## src/rtl/txfc_pkg.sv

```systemverilog
package txfc_pkg;
  localparam int unsigned NUM_PINS    = 2;
  localparam int unsigned SYNC_STAGES = 2;

  typedef enum logic {
    SRC_CTS = 1'b0,
    SRC_DSR = 1'b1
  } src_e;

  typedef enum logic {
    GATE_OPEN = 1'b0,
    GATE_HELD = 1'b1
  } gate_e;
endpackage

```

## src/rtl/txfc_sync.sv

```systemverilog
module txfc_sync #(
  parameter int unsigned WIDTH  = 2,
  parameter int unsigned STAGES = 2
) (
  input  logic             clk,
  input  logic             rst_n,
  input  logic [WIDTH-1:0] din,
  output logic [WIDTH-1:0] dout
);
  logic [STAGES-1:0][WIDTH-1:0] chain_q;
  logic [STAGES-1:0][WIDTH-1:0] chain_d;

  always_comb begin
    chain_d[0] = din;
    for (int s = 1; s < STAGES; s++) begin
      chain_d[s] = chain_q[s-1];
    end
  end

  // Pins reset to their inactive (high) level
  always_ff @(posedge clk or negedge rst_n) begin
    if (!rst_n) chain_q <= '1;
    else        chain_q <= chain_d;
  end

  assign dout = chain_q[STAGES-1];
endmodule

```

## src/rtl/txfc_gate.sv

```systemverilog
module txfc_gate
  import txfc_pkg::*;
(
  input  logic clk,
  input  logic rst_n,
  input  logic auto_en,
  input  logic stop_lvl,
  input  logic busy,
  input  logic stop_done,
  output logic permit
);
  gate_e state_q, state_d;
  logic  state_en;

  always_comb begin
    state_d = state_q;
    if (!auto_en) begin
      state_d = GATE_OPEN;
    end else if (!stop_lvl) begin
      state_d = GATE_OPEN;
    end else if (!busy || stop_done) begin
      state_d = GATE_HELD;
    end
  end

  assign state_en = (state_d != state_q);

  always_ff @(posedge clk or negedge rst_n) begin
    if (!rst_n)        state_q <= GATE_OPEN;
    else if (state_en) state_q <= state_d;
  end

  assign permit = (state_q == GATE_OPEN);

  // gating disabled opens the permit
  a_r2_disabled_open: assert property (@(posedge clk) disable iff (!rst_n)
    !auto_en |=> permit);
  // a low synchronized pin reopens the permit
  a_r4_low_resumes: assert property (@(posedge clk) disable iff (!rst_n)
    (auto_en && !stop_lvl) |=> permit);
  // no stop in the middle of a character
  a_r5_no_midframe_stop: assert property (@(posedge clk) disable iff (!rst_n)
    (busy && !stop_done && permit) |=> permit);
endmodule

```

## src/rtl/txfc_edge_irq.sv

```systemverilog
module txfc_edge_irq #(
  parameter int unsigned WIDTH = 2,
  parameter int unsigned SEL_W = (WIDTH > 1) ? $clog2(WIDTH) : 1
) (
  input  logic             clk,
  input  logic             rst_n,
  input  logic [WIDTH-1:0] lvl,
  input  logic [SEL_W-1:0] sel,
  input  logic             arm,
  input  logic             clr,
  output logic             flag
);
  logic [WIDTH-1:0] prev_q;
  logic [WIDTH-1:0] edges;
  logic             hit;
  logic             flag_q, flag_d;

  // Per-pin history, so a source switch is never seen as an edge
  always_ff @(posedge clk or negedge rst_n) begin
    if (!rst_n) prev_q <= '1;
    else        prev_q <= lvl;
  end

  assign edges = lvl ^ prev_q;
  assign hit   = arm && edges[sel];

  always_comb begin
    flag_d = flag_q;
    if (clr) flag_d = 1'b0;
    if (hit) flag_d = 1'b1;
  end

  always_ff @(posedge clk or negedge rst_n) begin
    if (!rst_n) flag_q <= 1'b0;
    else        flag_q <= flag_d;
  end

  assign flag = flag_q;

  // flag is sticky until a clear
  a_r8_sticky: assert property (@(posedge clk) disable iff (!rst_n)
    (flag && !clr) |=> flag);
  // an unarmed interrupt never sets
  a_r9_unarmed_quiet: assert property (@(posedge clk) disable iff (!rst_n)
    (!arm && !flag) |=> !flag);
endmodule

```

## src/rtl/txfc_ctrl.sv

```systemverilog
module txfc_ctrl
  import txfc_pkg::*;
(
  input  logic clk,
  input  logic rst_n,
  input  logic cts_n,
  input  logic dsr_n,
  input  logic flow_auto_en,
  input  logic flow_src_sel,
  input  logic feat_unlock,
  input  logic edge_irq_en,
  input  logic tx_busy,
  input  logic tx_stop_done,
  input  logic irq_clr,
  output logic tx_permit,
  output logic edge_irq
);
  localparam int unsigned SEL_W = (NUM_PINS > 1) ? $clog2(NUM_PINS) : 1;

  logic [1:0]          rst_pipe_q;
  logic                rst_int_n;
  logic [NUM_PINS-1:0] pin_raw;
  logic [NUM_PINS-1:0] pin_sync;
  logic [SEL_W-1:0]    sel_idx;
  logic                stop_lvl;

  // Asynchronous assert, synchronous release
  always_ff @(posedge clk or negedge rst_n) begin
    if (!rst_n) rst_pipe_q <= '0;
    else        rst_pipe_q <= {rst_pipe_q[0], 1'b1};
  end
  assign rst_int_n = rst_pipe_q[1];

  assign pin_raw[SRC_CTS] = cts_n;
  assign pin_raw[SRC_DSR] = dsr_n;
  assign sel_idx          = SEL_W'(flow_src_sel);

  txfc_sync #(.WIDTH(NUM_PINS), .STAGES(SYNC_STAGES)) u_sync (
    .clk   (clk),
    .rst_n (rst_int_n),
    .din   (pin_raw),
    .dout  (pin_sync)
  );

  assign stop_lvl = pin_sync[sel_idx];

  txfc_gate u_gate (
    .clk       (clk),
    .rst_n     (rst_int_n),
    .auto_en   (flow_auto_en),
    .stop_lvl  (stop_lvl),
    .busy      (tx_busy),
    .stop_done (tx_stop_done),
    .permit    (tx_permit)
  );

  txfc_edge_irq #(.WIDTH(NUM_PINS), .SEL_W(SEL_W)) u_irq (
    .clk   (clk),
    .rst_n (rst_int_n),
    .lvl   (pin_sync),
    .sel   (sel_idx),
    .arm   (feat_unlock && edge_irq_en),
    .clr   (irq_clr),
    .flag  (edge_irq)
  );

  // reset leaves the gate open and the flag clear
  a_r1_reset_state: assert property (@(posedge clk)
    !rst_int_n |=> (tx_permit && !edge_irq));
endmodule

```

## config.mk

```make
export PLATFORM = sky130hd
export DESIGN_NAME = txfc_ctrl
export DESIGN_NICKNAME = d
export VERILOG_FILES = /design/src/rtl/txfc_pkg.sv /design/src/rtl/txfc_sync.sv /design/src/rtl/txfc_gate.sv /design/src/rtl/txfc_edge_irq.sv /design/src/rtl/txfc_ctrl.sv
export SDC_FILE = /design/constraint.sdc
export NUM_CORES = 1
export LEC_CHECK = 0
export ABC_AREA = 1
export CAP_MARGIN = 25
export CORE_AREA = 2 2 39 41
export DETAILED_ROUTE_END_ITERATION = 10
export DIE_AREA = 0 0 41 43
export SYNTH_ARGS = -nofsm -noshare
export SYNTH_HDL_FRONTEND = slang
export SYNTH_SLANG_ARGS = --single-unit
export TNS_END_PERCENT = 30
```

## constraint.sdc

```tcl
create_clock -name clk -period 0.8 [get_ports clk]
set_clock_uncertainty 0.1 [all_clocks]
set_input_delay 0.08 -clock clk [delete_from_list [all_inputs] [get_ports clk]]
set_output_delay 0.08 -clock clk [all_outputs]
set_load 0.03 [all_outputs]
```

# [Word level (Yosys, flattened, before mapping)]
# Cells that the tools add are included.
[op_classes] order_cmp=1 n_eq_ne=1 bitwise=2 mux=9 reduce_logical=5
[ops] op="2-to-1 mux 1 bit" count=9
[ops] op="logical AND 1 bit" count=2
[ops] op="< comparator 1 x 2 -> 1 bit, second input constant" count=1
[ops] op="nonzero test 2 bit" count=1
[ops] op="XOR 2 bit" count=1
[ops] op="logical NOT 1 bit" count=1
[ops] op="logical OR 1 bit" count=1
[ops] op="inequality test 1 bit" count=1
[ops] op="NOT 1 bit" count=1
[word_totals] regBits=10 input_bits=11

# [Depth between registers and ports, before layout]
# Gate-level depths: netlist of run 1.
[depth] ltp_word=6 depth_mapped=5 ltp_nobuf=5

# [Hierarchy]
# From an unflattened synthesis of run 1, not the netlist that was laid out.
[unflattened] hier_cells=35 hier_area_um2=359.1
[by_module_without_submodules] mod="txfc_edge_irq" cells_each=17 instances=1 seq_area_each_um2=77.6 area_per_inst_um2=136.4
[by_module_without_submodules] mod="txfc_sync" cells_each=4 instances=1 seq_area_each_um2=105.1 area_per_inst_um2=105.1
[by_module_without_submodules] mod="txfc_ctrl" cells_each=9 instances=1 seq_area_each_um2=50.0 area_per_inst_um2=76.3
[by_module_without_submodules] mod="txfc_gate" cells_each=5 instances=1 seq_area_each_um2=25.0 area_per_inst_um2=41.3

# [Worst setup path before layout of run 1]
# Ideal clock, no wire load.
[synth_timing] path_type="register -> register" start="register u_sync.chain_q (netlist bit u_sync.dout[0])" end="register u_irq.flag_q, in the netlist u_irq.flag" setup_ps=117 arrival_time_ps=766 path_stages_with_launch=6 synth_period_minus_slack_ps=984 required_ps=583 setup_slack_ps=-184 cell_sequence="dfstp_2 inv_1 nand2_1 nand3_1 nand3_1 nand2_1"
[synth_between] elab_chain_cells=5
[synth_lines] element="start: declaration" line="txfc_sync.sv:10" source="logic [STAGES-1:0][WIDTH-1:0] chain_q;"
[synth_lines] element="start signal: assignment" line="txfc_sync.sv:23" source="else chain_q <= chain_d;"
[synth_lines] element="XOR 2 bit *" line="txfc_edge_irq.sv:24" source="assign edges = lvl ^ prev_q;"
[synth_lines] element="2-to-1 mux 1 bit (not written as such) * (2 in a row)" line="txfc_edge_irq.sv:25" source="assign hit = arm && edges[sel];"
[synth_lines] element="logical AND 1 bit *" line="txfc_edge_irq.sv:25"
[synth_lines] element="2-to-1 mux 1 bit or nonzero test 2 bit (tied branches)"
[synth_lines] element="end signal: assignment" line="txfc_edge_irq.sv:35" source="else flag_q <= flag_d;"
[synth_lines] element="end: declaration" line="txfc_edge_irq.sv:16" source="logic flag_q, flag_d;"
# Every way passes the cells marked *; elsewhere a longest branch is shown, timed or not. The select of a mux whose other input is x is not followed.
# A chain may end at the register's enable or synchronous reset.

# [Worst setup path in the final report of run 1]
# Same ends and word-level chain as after synthesis.

==> metrics.md, run 1 <==
| Metric | Value |
|---|---|
| Pleak | 0.268 nW |
| Post-layout worst setup margin | -0.238 ns |
| Clock Sinks | 10 |
| Core Region | 0.00138 mm^2 |
| Top cell by count, worst path | nand3_2 |
| Crit start category | flip-flop |
| GRT overflow | 0 |
| CP Max Fanout | 4 |
| TNS Setup | -0.827 ns |
| Reg2reg end | u_irq.flag |
| Setup Fix Bufs, Post-CTS | 0 |
| Area share of fa/ha/maj cells after synthesis | 0 |
| Synth Area per Inst | 10.8 um^2 |
| Crit-path cells | inv_2, nand2_2, nand3_2, nand3_2, nand2_1 |
| DR iter-0 viols | 1 |
| Compound-cell area share of the yosys netlist | 0.0456 |
| Insertion delay to the later sink of the worst-skew pair | 0.26 ns |
| Global-route wire length before repair | roughly 860 um |
| Kind of critical path | reg -> reg |
| CTS tree | built |
| Worst min-delay path category | reg -> async |
| Mux share of post-synthesis cell area | 0 |
| Crit-path max cell delay | 0.56 ns |
| Reg-to-reg slack, setup | -0.24 ns |
| Area grow syn2layout | 57.9% |
| Max clock buf depth | 2 |
| Largest family of logic cells by synthesized area | simple AND/OR/NAND/NOR gates |
| Routed len/inst | 8.06 um |
| Yosys cell types | 9 |
| YS warnings | 0 |
| Cell area after synthesis | 357 um^2 |
| Vias per inst | 3.91 |
| Hold Fails Final Rpt | 0 |
| CP max stage cell | dfstp_2 |
| Vias | 258 |
| Total Wirelength | 532 um |
| Row cnt | 14 |
| Syn_nets | 44 |
| Crit path buffers/inverters | 1 |
| Max Slew Vio Count | 0 |
| WP data arrival | around 1.1 ns |
| Port Buffers | 12 |
| Most frequent cells in the layout | 10 x clkdlybuf4s50_1, 7 x nand2_1, 6 x dfstp_2, 5 x inv_1, 4 x dfrtp_1 |
| Failing checks | negative setup slack |
| Post-Synth Simple-Gate Area | 0.137 |
| IO Pins | 13 |
| Largest net degree at the start of global routing | 9 |
| Crit path time final | 1.04 ns |
| Status | finished with violations |
| CP Capture Type | flip-flop |
| Routed Antenna Nets | 0 |
| Vias in the first global route | 229 |
| R2r startpoint | u_sync.dout[0] |
| Placed Cells | just over 60 |
| Root Buffer | clkbuf_4 |
| DPL Wire Length | between 300 and 400 um |
| PD cells | roughly 2000 mW/mm^2 |
| Clock transition at path regs | around 0.070 ns |
| Commonest non-fill, non-tap cell in the layout | clkdlybuf4s50_1 |
| Post-place setup slack | -0.258 ns |
| Area of the multi-input gates | roughly 86 um^2 |
| Finished Layout Cells | 66 |
| Cell family with the largest share of critical-path delay | flip-flops |
| Num CTS Buffers | 3 |
| R2r worst-path depth | 5 |
| Number of fill cells | 143 |
| Die ar. | roughly 0.0018 mm^2 |
| Layout cells sized above 1 | 0.400 |
| Gate Count Post-Synth | 33 |
| All-layer global routing usage | 0.0786 |
| Max Freq | 964 MHz |
| Setup-failing EPs final | 4 |
| # DRC | 0 |
| Max Cap Violations | 0 |
| Seq/Total Area, Yosys | 0.723 |
| Starting Density | 0.258 |
| RSZ-0062 raised after global routing | yes |
| TritonRoute pass-1 iters | 2 |
| Placer Congestion | 0.620 |
| N_diodes | 0 |
| Post-Synth XOR/XNOR Area | 0 |
| Yosys reg bits | 10 |
| Chip height | 43 um |
| DIE WIDTH | 41 um |
| Worst VDD drop | between 0.001 and 0.0015 V |
| Final worst path period share | 1.30 |
| Required time of the critical path | between 0.8 and 0.9 ns |
| Reg area | 258 um^2 |
| Net count, final | 62 |
| Initial antenna violation count | 0 |
| H-tree levels | 1 |
-- repair_timing --
item                       in CTS  in global routing
resized for setup               2                  6
hold buffers                    1                  0
hold endpoints to repair        2                  0
pin swaps                       0                  2
setup endpoints to repair       4                  4
-- cell type report --
cell class / instances / share of cell area
clock buffers: 4 / 0.0644
inverters: 8 / 0.0533
repair buffers: 13 / 0.236
well taps: 16 / 0.0356
multi-input cells: 15 / 0.153
flip-flops and latches: 10 / 0.458
-- cell families after synthesis --
logic type             count (synthesis)
AOI/OAI and AO/OA                      2
other                                  1
DFF                                   10
and+or+nand+nor                       12
buffers and inverters                  8
-- worst reg2reg max path: cells and delay by family, from the launching register on --
kind          cells  cell delay [ns]
buf+inv           1             0.04
flops             1             0.56
simple gates      4             0.24
-- metrics by stage --
step / util / power [W] / cell area, um^2 / hold slack (ns)
4_1_cts: 0.394 / 0.00116 / 546 / 0.0333
3_3_place_gp: 0.355 / 0.000692 / 492 / 0.0264
2_1_floorplan: - / 0.000619 / 357 / -0.316
5_1_grt: 0.407 / 0.00123 / 563 / 0.0503
6_report: 0.407 / 0.00115 / 563 / 0.0242
3_5_place_dp: 0.355 / 0.000694 / 492 / 0.0300
-- state kept, by name (all words and copies together) (netlist names) --
register	count
rst_pipe_q	2
u_irq.prev_q	2
u_sync.chain_d	2
u_sync.dout	2
u_gate.state_q	1
u_irq.flag	1
-- power breakdown --
part | switching [W] | internal, W | total (W) | leakage, nW
clock network | 0.000171 | 0.000276 | 0.000448 | 0.0210
logic | 0.0000542 | 0.0000789 | 0.000133 | 0.135
registers | 0.0000229 | 0.000547 | 0.000570 | 0.112
total | 0.000249 | 0.000902 | 0.00115 | 0.268
-- synthesized netlist by cell type (all sizes together) --
cell    instances  share of area
inv             8          0.084
nand2           8          0.084
dfstp           6           0.44
dfrtp           4           0.28
nand3           3          0.042
a21oi           1          0.025
conb            1          0.011
nor2            1          0.011
o211ai          1          0.021
-- layer usage --
layer,vias to the layer above,wire [um],track usage
li1,130,-,-
met1,122,229,0.0949
met2,6,269,0.0969
met3,0,32,0.0314
met4,0,0,0.0800
met5,-,0,0
-- worst max path at each step --
stage                               from         end  depth (start not counted)  slack, ns
after floorplan           u_sync.dout[1]  u_irq.flag                          5      -0.18
after global placement      flow_src_sel  u_irq.flag                          4      -0.25
after detailed placement    flow_src_sel  u_irq.flag                          4      -0.26
after CTS                 u_sync.dout[1]  u_irq.flag                          5      -0.25
after global routing      u_sync.dout[0]  u_irq.flag                          5      -0.28
final                     u_sync.dout[0]  u_irq.flag                          5      -0.24
No activity file was read; power rests on OpenSTA's default activity.
==> run 2, diff against run 1 <==
--- a/config.mk
+++ b/config.mk
@@ -10,6 +10,7 @@
 export CORE_AREA = 2 2 39 41
 export DETAILED_ROUTE_END_ITERATION = 10
 export DIE_AREA = 0 0 41 43
+export DONT_BUFFER_PORTS = 1
 export SYNTH_ARGS = -nofsm -noshare
 export SYNTH_HDL_FRONTEND = slang
 export SYNTH_SLANG_ARGS = --single-unit
==> metrics.md, run 2 (synthesized netlist as in run 1, its figures left out) <==
| Metric | Value |
|---|---|
| Status | finished with violations |
| Failing checks | negative hold slack, negative setup slack |
| Clock Sinks | 10 |
| Worst min-delay path category | in -> reg |
| Vias per inst | 3.89 |
| Switching share of power | 0.205 |
| Total Wirelength | between 500 and 600 um |
| Layout cells sized above 1 | 0.333 |
| DPL Wire Length | 419 um |
| Initial antenna violation count | 0 |
| Vias in the first global route | ~230 |
| Crit path time final | 1.05 ns |
| Num CTS Buffers | 3 |
| Max Slew Vio Count | 0 |
| Max Cap Violations | 0 |
| H-tree levels | 1 |
| Reg area | between 200 and 300 um^2 |
| Met1 GRT Util | 0.0756 |
| Routed len/inst | 8.44 um |
| CP Max Fanout | 4 |
| Most frequent cells in the layout | 8 x nand2_1, 7 x dlygate4sd3_1, 6 x dfstp_2, 5 x inv_1, 4 x dfrtp_1 |
| Most Crowded Layer GR | met2 |
| # DRC | 0 |
| Area of the multi-input gates | 68.8 um^2 |
| Routing usage on met3 | 0.0524 |
| CTS tree | built |
| Max Freq | 952 MHz |
| N_diodes | 0 |
| TritonRoute pass-1 iters | 2 |
| Kind of critical path | reg -> reg |
| Row cnt | 14 |
| Hold worst-path end | u_gate.state_q |
| Clock transition at path regs | 0.06 ns |
| All-layer global routing usage | 0.0789 |
| CP Capture Type | flip-flop |
| DIE WIDTH | 41 um |
| Clock Power Share | 0.395 |
| Hold buffers post-CTS | 7 |
| R2r worst-path depth | 5 |
| Sequential share of power | 0.522 |
| R2r startpoint | u_sync.dout[0] |
| Crit start category | flip-flop |
| Largest net degree at the start of global routing | 9 |
| Hold Fails Final Rpt | 4 |
| P_int | 0.000870 W |
| Hold Crit Start | flow_src_sel |
| RSZ-0062 raised after global routing | yes |
| Starting Density | 0.258 |
| Sw Pwr | roughly 0.00022 W |
| Pleak | 0.242 nW |
| Hold WS | -0.0634 ns |
| Placed Cells | 50 |
| Finished Layout Cells | approximately 60 |
| Routed Antenna Nets | 0 |
| Area grow syn2layout | 38.6% |
| WP data arrival | about 1.1 ns |
| Core Region | 0.00138 mm^2 |
| Root Buffer | clkbuf_4 |
| Final worst path period share | 1.31 |
| Number of cells on the worst hold path | 3 |
| Vias | 237 |
| Reg2reg end | u_irq.flag |
| Number of fill cells | 136 |
| Met2 Usage GRT | 0.122 |
| PD cells | 2210 mW/mm^2 |
| Net count, final | 57 |
| Post-layout worst setup margin | -0.251 ns |
| IO Pins | 13 |
| Worst VDD drop | 0.000981 V |
| Insertion delay to the later sink of the worst-skew pair | 0.26 ns |
| Die ar. | ~0.0018 mm^2 |
| Comb power frac | 0.084 |
| Reg-to-reg slack, setup | -0.25 ns |
| Placer Congestion | 0.575 |
| Setup-failing EPs final | 4 |
| Port Buffers | 0 |
| Core Util, Final | 0.357 |
| DR iter-0 viols | 1 |
| Commonest non-fill, non-tap cell in the layout | nand2_1 |
| Max clock buf depth | 2 |
| Required time of the critical path | 0.84 ns |
| Global-route wire length before repair | 862 um |
| GRT overflow | 0 |
| Chip height | 43 um |
| TNS Setup | -0.778 ns |
-- run 2: changes by cell type in the layout (fill, tap and decap cells not counted) --
cell             change
clkdlybuf4s50_1     -10
dlygate4sd3_1        +6
nand3_1              +3
nand3_2              -3
buf_6                -1
nand2_1              +1
nand2_2              -1
-- run 2: per-stage QoR --
stage	hold slack, ns	area, um^2	worst slack [ns]	total power (W)
finish	-0.0634	494	-0.251	0.00109
global route	-0.0552	494	-0.311	0.00115
CTS	-0.0580	494	-0.266	0.00111
detailed placement	-0.316	384	-0.257	0.000640
global placement	-0.316	384	-0.221	0.000634
floorplan	-0.316	357	-0.180	0.000619
-- run 2: how the worst max path moves through the flow --
stage / cells after the start / to / from
CTS: 5 / u_irq.flag / u_sync.dout[0]
detailed placement: 5 / u_irq.flag / u_sync.dout[0]
global placement: 5 / u_irq.flag / u_sync.dout[0]
floorplan: 5 / u_irq.flag / u_sync.dout[1]
global route: 5 / u_irq.flag / u_sync.dout[0]
finish: 5 / u_irq.flag / u_sync.dout[0]
-- run 2: final cells by class --
type,instances,area share
clock buffer,4,0.0734
multi-input combinational,15,0.139
tap,16,0.0405
sequential,10,0.522
inverter,8,0.0608
timing repair buffer,8,0.165
-- run 2: per-layer routing --
metal  part of all wire  routed length (um)
met4                  0                   0
met1               0.42                 214
met2               0.51                 264
met3              0.072                  37
met5                  0                   0
-- run 2: repair_timing --
| action | in CTS | in global routing |
|---|---|---|
| endpoints found under the hold margin | 6 | 4 |
| setup buffers | 0 | 0 |
| endpoints found under the setup margin | 4 | 4 |
| gates resized for setup | 2 | 1 |
-- run 2: critical path, stage by stage, from the launching register on --
cell	delay, ns
dfstp_2	0.57
inv_2	0.03
nand2_1	0.04
nand3_1	0.06
nand3_1	0.07
nand2_1	0.06
-- run 2: power by group through the flow --
stage                      logic, W  registers, W  clock network, W
after floorplan           0.0000371      0.000582                 0
after global placement    0.0000592      0.000575                 0
after detailed placement  0.0000611      0.000579                 0
after CTS                 0.0000934      0.000571          0.000448
after global routing       0.000102      0.000575          0.000471
final                     0.0000914      0.000571          0.000432
